==> config.mk <==
export PLATFORM = sky130hd
export DESIGN_NAME = irclk_ctl
export DESIGN_NICKNAME = d
export VERILOG_FILES = /design/src/rtl/irclk_pkg.sv /design/src/rtl/irclk_sync.sv /design/src/rtl/irclk_reg.sv /design/src/rtl/irclk_gate.sv /design/src/rtl/irclk_ctl.sv
export SDC_FILE = /design/constraint.sdc
export NUM_CORES = 1
export LEC_CHECK = 0
export BUFFER_PORTS_ARGS = -buffer_cell sky130_fd_sc_hd__buf_2
export CORE_AREA = 8 8 45 47
export DETAILED_ROUTE_END_ITERATION = 6
export DIE_AREA = 0 0 53 55
export HOLD_SLACK_MARGIN = 0.15
export PLACE_DENSITY = 0.67
export SYNTH_ARGS = -nofsm -noshare
export SYNTH_HDL_FRONTEND = slang
export SYNTH_SLANG_ARGS = --single-unit
==> constraint.sdc <==
create_clock -name clk_i -period 1.55 [get_ports clk_i]
set_input_delay 0.31 -clock clk_i [delete_from_list [all_inputs] [get_ports clk_i]]
set_output_delay 0.31 -clock clk_i [all_outputs]
set_load 0.005 [all_outputs]
==> src/rtl/irclk_pkg.sv <==
package irclk_pkg;
  localparam int unsigned REG_W    = 8;
  localparam int unsigned HALT_BIT = 7;
  localparam int unsigned LOCK_BIT = 6;
  localparam int unsigned EXT_BIT  = 5;
  localparam int unsigned F40_BIT  = 4;
  localparam int unsigned WAKE_BIT = 3;
  localparam int unsigned PWR_BIT  = 2;
  localparam logic [REG_W-1:0] RST_VAL = REG_W'(1) << HALT_BIT;

  typedef struct packed {
    logic halt;
    logic ext_sel;
    logic ext_40m;
    logic wake_arm;
    logic pll_on;
  } ctl_t;

  localparam ctl_t CTL_RST = '{halt: 1'b1, ext_sel: 1'b0, ext_40m: 1'b0,
                               wake_arm: 1'b0, pll_on: 1'b0};
endpackage

==> src/rtl/irclk_sync.sv <==
module irclk_sync #(
  parameter int unsigned STAGES = 2
) (
  input  logic clk_i,
  input  logic rst_ni,
  input  logic d_i,
  output logic q_o
);
  logic [STAGES-1:0] chain_q;

  always_ff @(posedge clk_i or negedge rst_ni) begin
    if (!rst_ni) chain_q <= '0;
    else         chain_q <= {chain_q[STAGES-2:0], d_i};
  end

  assign q_o = chain_q[STAGES-1];
endmodule

==> src/rtl/irclk_reg.sv <==
module irclk_reg
  import irclk_pkg::*;
#(
  parameter int unsigned W = REG_W
) (
  input  logic         clk_i,
  input  logic         rst_ni,
  input  logic         wr_en_i,
  input  logic [W-1:0] wr_data_i,
  input  logic         act_i,
  input  logic         lock_i,
  output ctl_t         ctl_o,
  output logic [W-1:0] rd_data_o
);
  ctl_t ctl_q, ctl_d;
  logic wake_req;

  assign wake_req = ctl_q.wake_arm & act_i;

  always_comb begin
    ctl_d = ctl_q;
    if (wr_en_i) begin
      ctl_d.halt     = wr_data_i[HALT_BIT];
      ctl_d.ext_sel  = wr_data_i[EXT_BIT];
      ctl_d.ext_40m  = wr_data_i[F40_BIT];
      ctl_d.wake_arm = wr_data_i[WAKE_BIT];
      ctl_d.pll_on   = wr_data_i[PWR_BIT];
    end
    // wake overrides software on power and stop
    if (wake_req) begin
      ctl_d.pll_on = 1'b1;
      ctl_d.halt   = 1'b0;
    end
  end

  always_ff @(posedge clk_i or negedge rst_ni) begin
    if (!rst_ni) ctl_q <= CTL_RST;
    else         ctl_q <= ctl_d;
  end

  always_comb begin
    rd_data_o           = '0;
    rd_data_o[HALT_BIT] = ctl_q.halt;
    rd_data_o[LOCK_BIT] = lock_i;
    rd_data_o[EXT_BIT]  = ctl_q.ext_sel;
    rd_data_o[F40_BIT]  = ctl_q.ext_40m;
    rd_data_o[WAKE_BIT] = ctl_q.wake_arm;
    rd_data_o[PWR_BIT]  = ctl_q.pll_on;
  end

  assign ctl_o = ctl_q;

  a_r6_wake_powers_up: assert property (@(posedge clk_i) disable iff (!rst_ni)
    (ctl_q.wake_arm && act_i) |=> (ctl_q.pll_on && !ctl_q.halt));

  a_r7_idle_holds: assert property (@(posedge clk_i) disable iff (!rst_ni)
    (!wr_en_i && !(ctl_q.wake_arm && act_i)) |=> $stable(ctl_q));

  a_r9_wake_beats_write: assert property (@(posedge clk_i) disable iff (!rst_ni)
    (wr_en_i && ctl_q.wake_arm && act_i) |=>
      (ctl_q.pll_on && !ctl_q.halt && ctl_q.ext_sel == $past(wr_data_i[EXT_BIT])));
endmodule

==> src/rtl/irclk_gate.sv <==
module irclk_gate (
  input  logic clk_i,
  input  logic rst_ni,
  input  logic halt_i,
  output logic clk_en_o
);
  logic en_q;

  always_ff @(posedge clk_i or negedge rst_ni) begin
    if (!rst_ni) en_q <= 1'b0;
    else         en_q <= ~halt_i;
  end

  assign clk_en_o = en_q;

  a_r5_gate_lags_stop: assert property (@(posedge clk_i) disable iff (!rst_ni)
    1'b1 |=> (clk_en_o != $past(halt_i)));
endmodule

==> src/rtl/irclk_ctl.sv <==
module irclk_ctl
  import irclk_pkg::*;
#(
  parameter int unsigned SYNC_STAGES = 2
) (
  input  logic             clk_i,
  input  logic             rst_ni,
  input  logic             wr_en_i,
  input  logic [REG_W-1:0] wr_data_i,
  output logic [REG_W-1:0] rd_data_o,
  input  logic             pll_lock_i,
  input  logic             ir_act_i,
  output logic             pll_pwr_o,
  output logic             src_ext_o,
  output logic             ext_40m_o,
  output logic             clk_en_o
);
  logic act_s, lock_s;
  ctl_t ctl;

  irclk_sync #(.STAGES(SYNC_STAGES)) u_act_sync (
    .clk_i(clk_i), .rst_ni(rst_ni), .d_i(ir_act_i), .q_o(act_s));

  irclk_sync #(.STAGES(SYNC_STAGES)) u_lock_sync (
    .clk_i(clk_i), .rst_ni(rst_ni), .d_i(pll_lock_i), .q_o(lock_s));

  irclk_reg #(.W(REG_W)) u_reg (
    .clk_i(clk_i), .rst_ni(rst_ni), .wr_en_i(wr_en_i), .wr_data_i(wr_data_i),
    .act_i(act_s), .lock_i(lock_s), .ctl_o(ctl), .rd_data_o(rd_data_o));

  irclk_gate u_gate (
    .clk_i(clk_i), .rst_ni(rst_ni), .halt_i(ctl.halt), .clk_en_o(clk_en_o));

  assign pll_pwr_o = ctl.pll_on;
  assign src_ext_o = ctl.ext_sel;
  assign ext_40m_o = ctl.ext_40m;

  a_r4_outputs_track: assert property (@(posedge clk_i) disable iff (!rst_ni)
    wr_en_i && !(rd_data_o[WAKE_BIT] && act_s) |=>
      (pll_pwr_o == $past(wr_data_i[PWR_BIT]) && src_ext_o == $past(wr_data_i[EXT_BIT])));
endmodule

# ---- Word level (Yosys, flattened, before mapping)
# Cells that the tools add are included.
dict set report totals {
  latchBits 0
  mem_bits_ro 0
  ram_bits 0
  inputBits 13
  regBits 10
  output_inout_bits 12
  memories 0
}
dict set report op_classes {
  multipliers 0
  div_mod_pow 0
  mux 3
  n_reduce_logical 1
  shift 0
  n_bitwise 2
  add_sub_neg 0
  n_eq_ne 0
  order_cmp 0
}
# operator count
set ops {}
lappend ops {{2-to-1 mux 5 bit} 1}
lappend ops {{2-to-1 mux 1 bit} 2}
lappend ops {{nonzero test 2 bit} 1}
lappend ops {{AND 1 bit} 1}
lappend ops {{inverter 1 bit} 1}

# ---- Depth between registers and ports, before layout
dict set report depth {
  word_depth 2
  mapped_depth 3
  depth_no_buf 2
}

# ---- Modules after synthesis
# Synthesis repeated with hierarchy kept, for this count alone.
dict set report unflattened {
  hier_cells 28
  hier_area_um2 409.1
}
# module cells_per_inst instances area_per_inst_um2 seq_area_each_um2
set modules_own_cells {}
lappend modules_own_cells {irclk_reg 22 1 280.3 126.4}
lappend modules_own_cells {irclk_sync 2 2 50.0 50.0}
lappend modules_own_cells {irclk_gate 2 1 28.8 25.0}

# ---- Least setup slack after synthesis
# No wires, ideal clock.
dict set report synth_path {
  path_kind {flip-flop to output port}
  from {register u_reg.ctl_q (netlist bit u_reg.ctl_o[4])}
  to {output port rd_data_o[7]}
  path_stages_with_launch 2
  n_path_buf 1
  setup_slack_ps 630
  arrival_time_ps 610
  cell_sequence {dfstp_2 buf_4}
}
# item line
set synth_lines {}
lappend synth_lines {{from (decl)} irclk_reg.sv:15} ;# ctl_t ctl_q, ctl_d;
lappend synth_lines {{from (signal assigned)} irclk_reg.sv:38} ;# else ctl_q <= ctl_d;
lappend synth_lines {{to (decl)} irclk_ctl.sv:10} ;# output logic [REG_W-1:0] rd_data_o,
# No word-level cell between the ends.

# ---- Final worst setup path
dict set report layout_path {
  from {register u_reg.ctl_q (netlist bit u_reg.ctl_o[4])}
  to {output port rd_data_o[7]}
}
# No word-level cell between the ends.

==> out/results.tsv <==
stage	metric	value	unit
timing	RSZ-0062 raised after global routing	no	
timing	fmax	0.825	GHz
setup_path	slowest stage delay, CP	540	ps
setup_path	Worst setup EP type	output port	
route	DR vias	242	
synthesis	Post-synth EDFFs	0	
timing	minimum clock period	1210	ps
synthesis	Mapped Cells	27	
clock_network	clk buf depth	2	
setup_path	critical-path maximum fanout	3	
placed_design	port buffer count	19	
setup_path	CP max stage cell	dfstp_2	
floorplanning	IO Pins	25	
outcome	outcome	finished clean	
route	met2 wire length	295	µm
clock_network	CTS resizes	0	
clock_network	Post CTS Setup Buffer Count	0	
timing	setup TNS	0	ps
setup_path	worst-path cell chain	buf_2	
grt	initial antenna violation count	0	
clock_network	clock transition at the registers of the reported paths	60	ps
synthesis	post-synthesis sequential area ratio	0.626	
floorplanning	Cell Rows	14	
route	DRT iter0 DRCs	2	
floorplanning	Starting Density	0.290	
finish	Area Overhead vs Synth	27.7	%
route	Initial DRT Pass Iterations	2	
synthesis	most frequent cell after synthesis	dfrtp_1	
timing	Final WS setup	338	ps
timing	Layout Skew	3.83	ps
synthesis	Synth Cell Area	402	µm²
setup_path	Critical Path RT	1240	ps
synthesis	Syn. warnings	0	
power	Sw Pwr	125	µW
timing	fin crit share	0.782	
route	WL final	731	µm
synthesis	syn avg cell area	14.9	µm²
grt	vias in the first global route	252	
floorplanning	chip width	53	µm
route	WL met1	311	µm
grt	grt ovf	0	
synthesis	synth unique cells	11	
power	Sw Ratio	0.224	
setup_path	Bufs and invs on worst path	1	
run	max cap viols	0	
synthesis	asr flop ratio synth	1.00	
floorplanning	Die H	55	µm
route	routed len/inst	11.8	µm
finish	diodes inserted	0	
timing	final setup vio count	0	
setup_path	Worst setup SP type	flip-flop	
synthesis	main flop type after synthesis	dfrtp_1	
power	pwr dens	1090	nW/µm²
timing	Final Hold Viols	0	
synthesis	top cell type's share of synthesized area	0.561	
power	Gate power share	0.142	
power	Clk network pwr share	0.324	
clock_network	Sink Count	10	
placed_design	routability-driven placement congestion ratio	0.618	
timing	max-slew violation count	0	
clock_network	TritonCTS Buffers	3	
clock_network	clock root cell	clkbuf_4	
grt	total global-route track usage	0.0518	
clock_network	hold_buf cts	3	
setup_path	WS Path Type	reg -> out	
route	post-DR vias/cell	3.90	
clock_network	CTS HTree Levels	1	
finish	Nets	60	
synthesis	synth top area cells	dfrtp_1 56%, buf_4 13%, mux2_4 11%	
grt	global-route wire length before repair	1.01	mm
route	uppermost routed layer	met3	
placed_design	worst slack at placement	609	ps
finish	share of layout cells above drive strength 1	0.587	
clock_network	CTS tree	built	
grt	largest net degree at the start of global routing	11	
synthesis	largest area contributor in the netlist	dfrtp_1	
route	met3 WL post-DR	124	µm
clock_network	Clk Latency, worst-skew pair	260	ps
floorplanning	Die Area	2920	µm²
setup_path	crit path DAT	900	ps
worst_hold_path	Hold Path Class	in -> reg	
floorplanning	core footprint	1380	µm²
power	Internal	432	µW
route	Post-route DRC	0	
power	Pleak	0.000264	µW
power	VDD IR-drop max	0.000363	V
synthesis	flops & latches, synth	10	
setup_path	CP top delay family	flip-flops	
route	Final ANT Viol Nets	0	
power	Reg power frac	0.534	
synthesis	synth cell count leaders	9 x dfrtp_1, 7 x buf_4, 3 x mux2_4	
## worst register-to-register path, delay by kind of cell (launching register included)
kind,cells,cell delay (ps)
compound gates,1,250
flops,1,380
simple gates,1,150
## worst paths after layout
path                                         from                      to  slack (ps)  depth (start not counted)
hold / removal                       wr_data_i[5]          u_reg.ctl_o[3]         280                          2
setup reg to reg                   u_reg.ctl_o[0]          u_reg.ctl_o[0]         660                          2
setup / recovery                   u_reg.ctl_o[4]            rd_data_o[7]         340                          1
min in group asynchronous                  rst_ni  u_lock_sync.chain_q[0]         440                          2
hold reg to reg            u_lock_sync.chain_q[0]  u_lock_sync.chain_q[1]         350                          0
max in group asynchronous                  rst_ni          u_reg.ctl_o[4]         860                          2
## metal layers
layer,global-route usage,up-vias
met1,0.0530,112
met4,0.0647,0
met5,0,-
li1,-,116
met3,0.0321,0
met2,0.0645,14
## cell families (layout without fill, tap and decap cells)
family                 Yosys count  count (layout)  synth area share
multiplexers                     4               4             0.137
flip-flops                      10              10             0.626
other                            1               2           0.00934
buffers and inverters            9              27             0.168
AND/OR/NAND/NOR                  1               1            0.0218
AO/OA/AOI/OAI                    2               2            0.0374
## state kept, by name, indices dropped and copies added (netlist names)
name,cells
u_gate.clk_en_o,1
u_lock_sync.chain_q,2
u_act_sync.chain_q,2
u_reg.ctl_o,5
## final cells by class
class | instances | area (µm²)
fillers | 133 | 871
flip-flops and latches | 10 | 251
repair buffers | 22 | 125
multi-input cells | 9 | 86.3
clock buffers | 4 | 26.3
well taps | 16 | 20.0
inverters | 1 | 3.75
## power by group through the flow
stage / clock network, µW / logic, µW / registers (µW)
floorplan: 0 / 51.6 / 303
global placement: 0 / 74.3 / 301
detailed placement: 0 / 75.5 / 302
CTS: 193 / 81.4 / 298
global route: 199 / 87.1 / 300
finish: 181 / 78.8 / 297
## cell usage in the layout, fill, tap and decap left out
cell	count
buf_2	19
dfrtp_1	9
mux2_4	3
clkbuf_4	3
dlygate4sd3_1	3
conb_1	2
mux2i_1	1
a21oi_1	1
nor2b_2	1
a221o_1	1
inv_1	1
clkbuf_1	1
dfstp_2	1
## stage by stage
step | hold slack [ps] | power, µW | instance area (µm²) | utilization | instances
2_1_floorplan | 14.4 | 354 | 405 | - | 28
3_5_place_dp | 182 | 378 | 457 | 0.330 | 55
6_report | 281 | 557 | 513 | 0.371 | 62
3_3_place_gp | 180 | 376 | 457 | 0.330 | 55
5_1_grt | 279 | 587 | 513 | 0.371 | 62
4_1_cts | 271 | 572 | 513 | 0.371 | 62
Note: power is estimated with default switching activity, not from simulation.
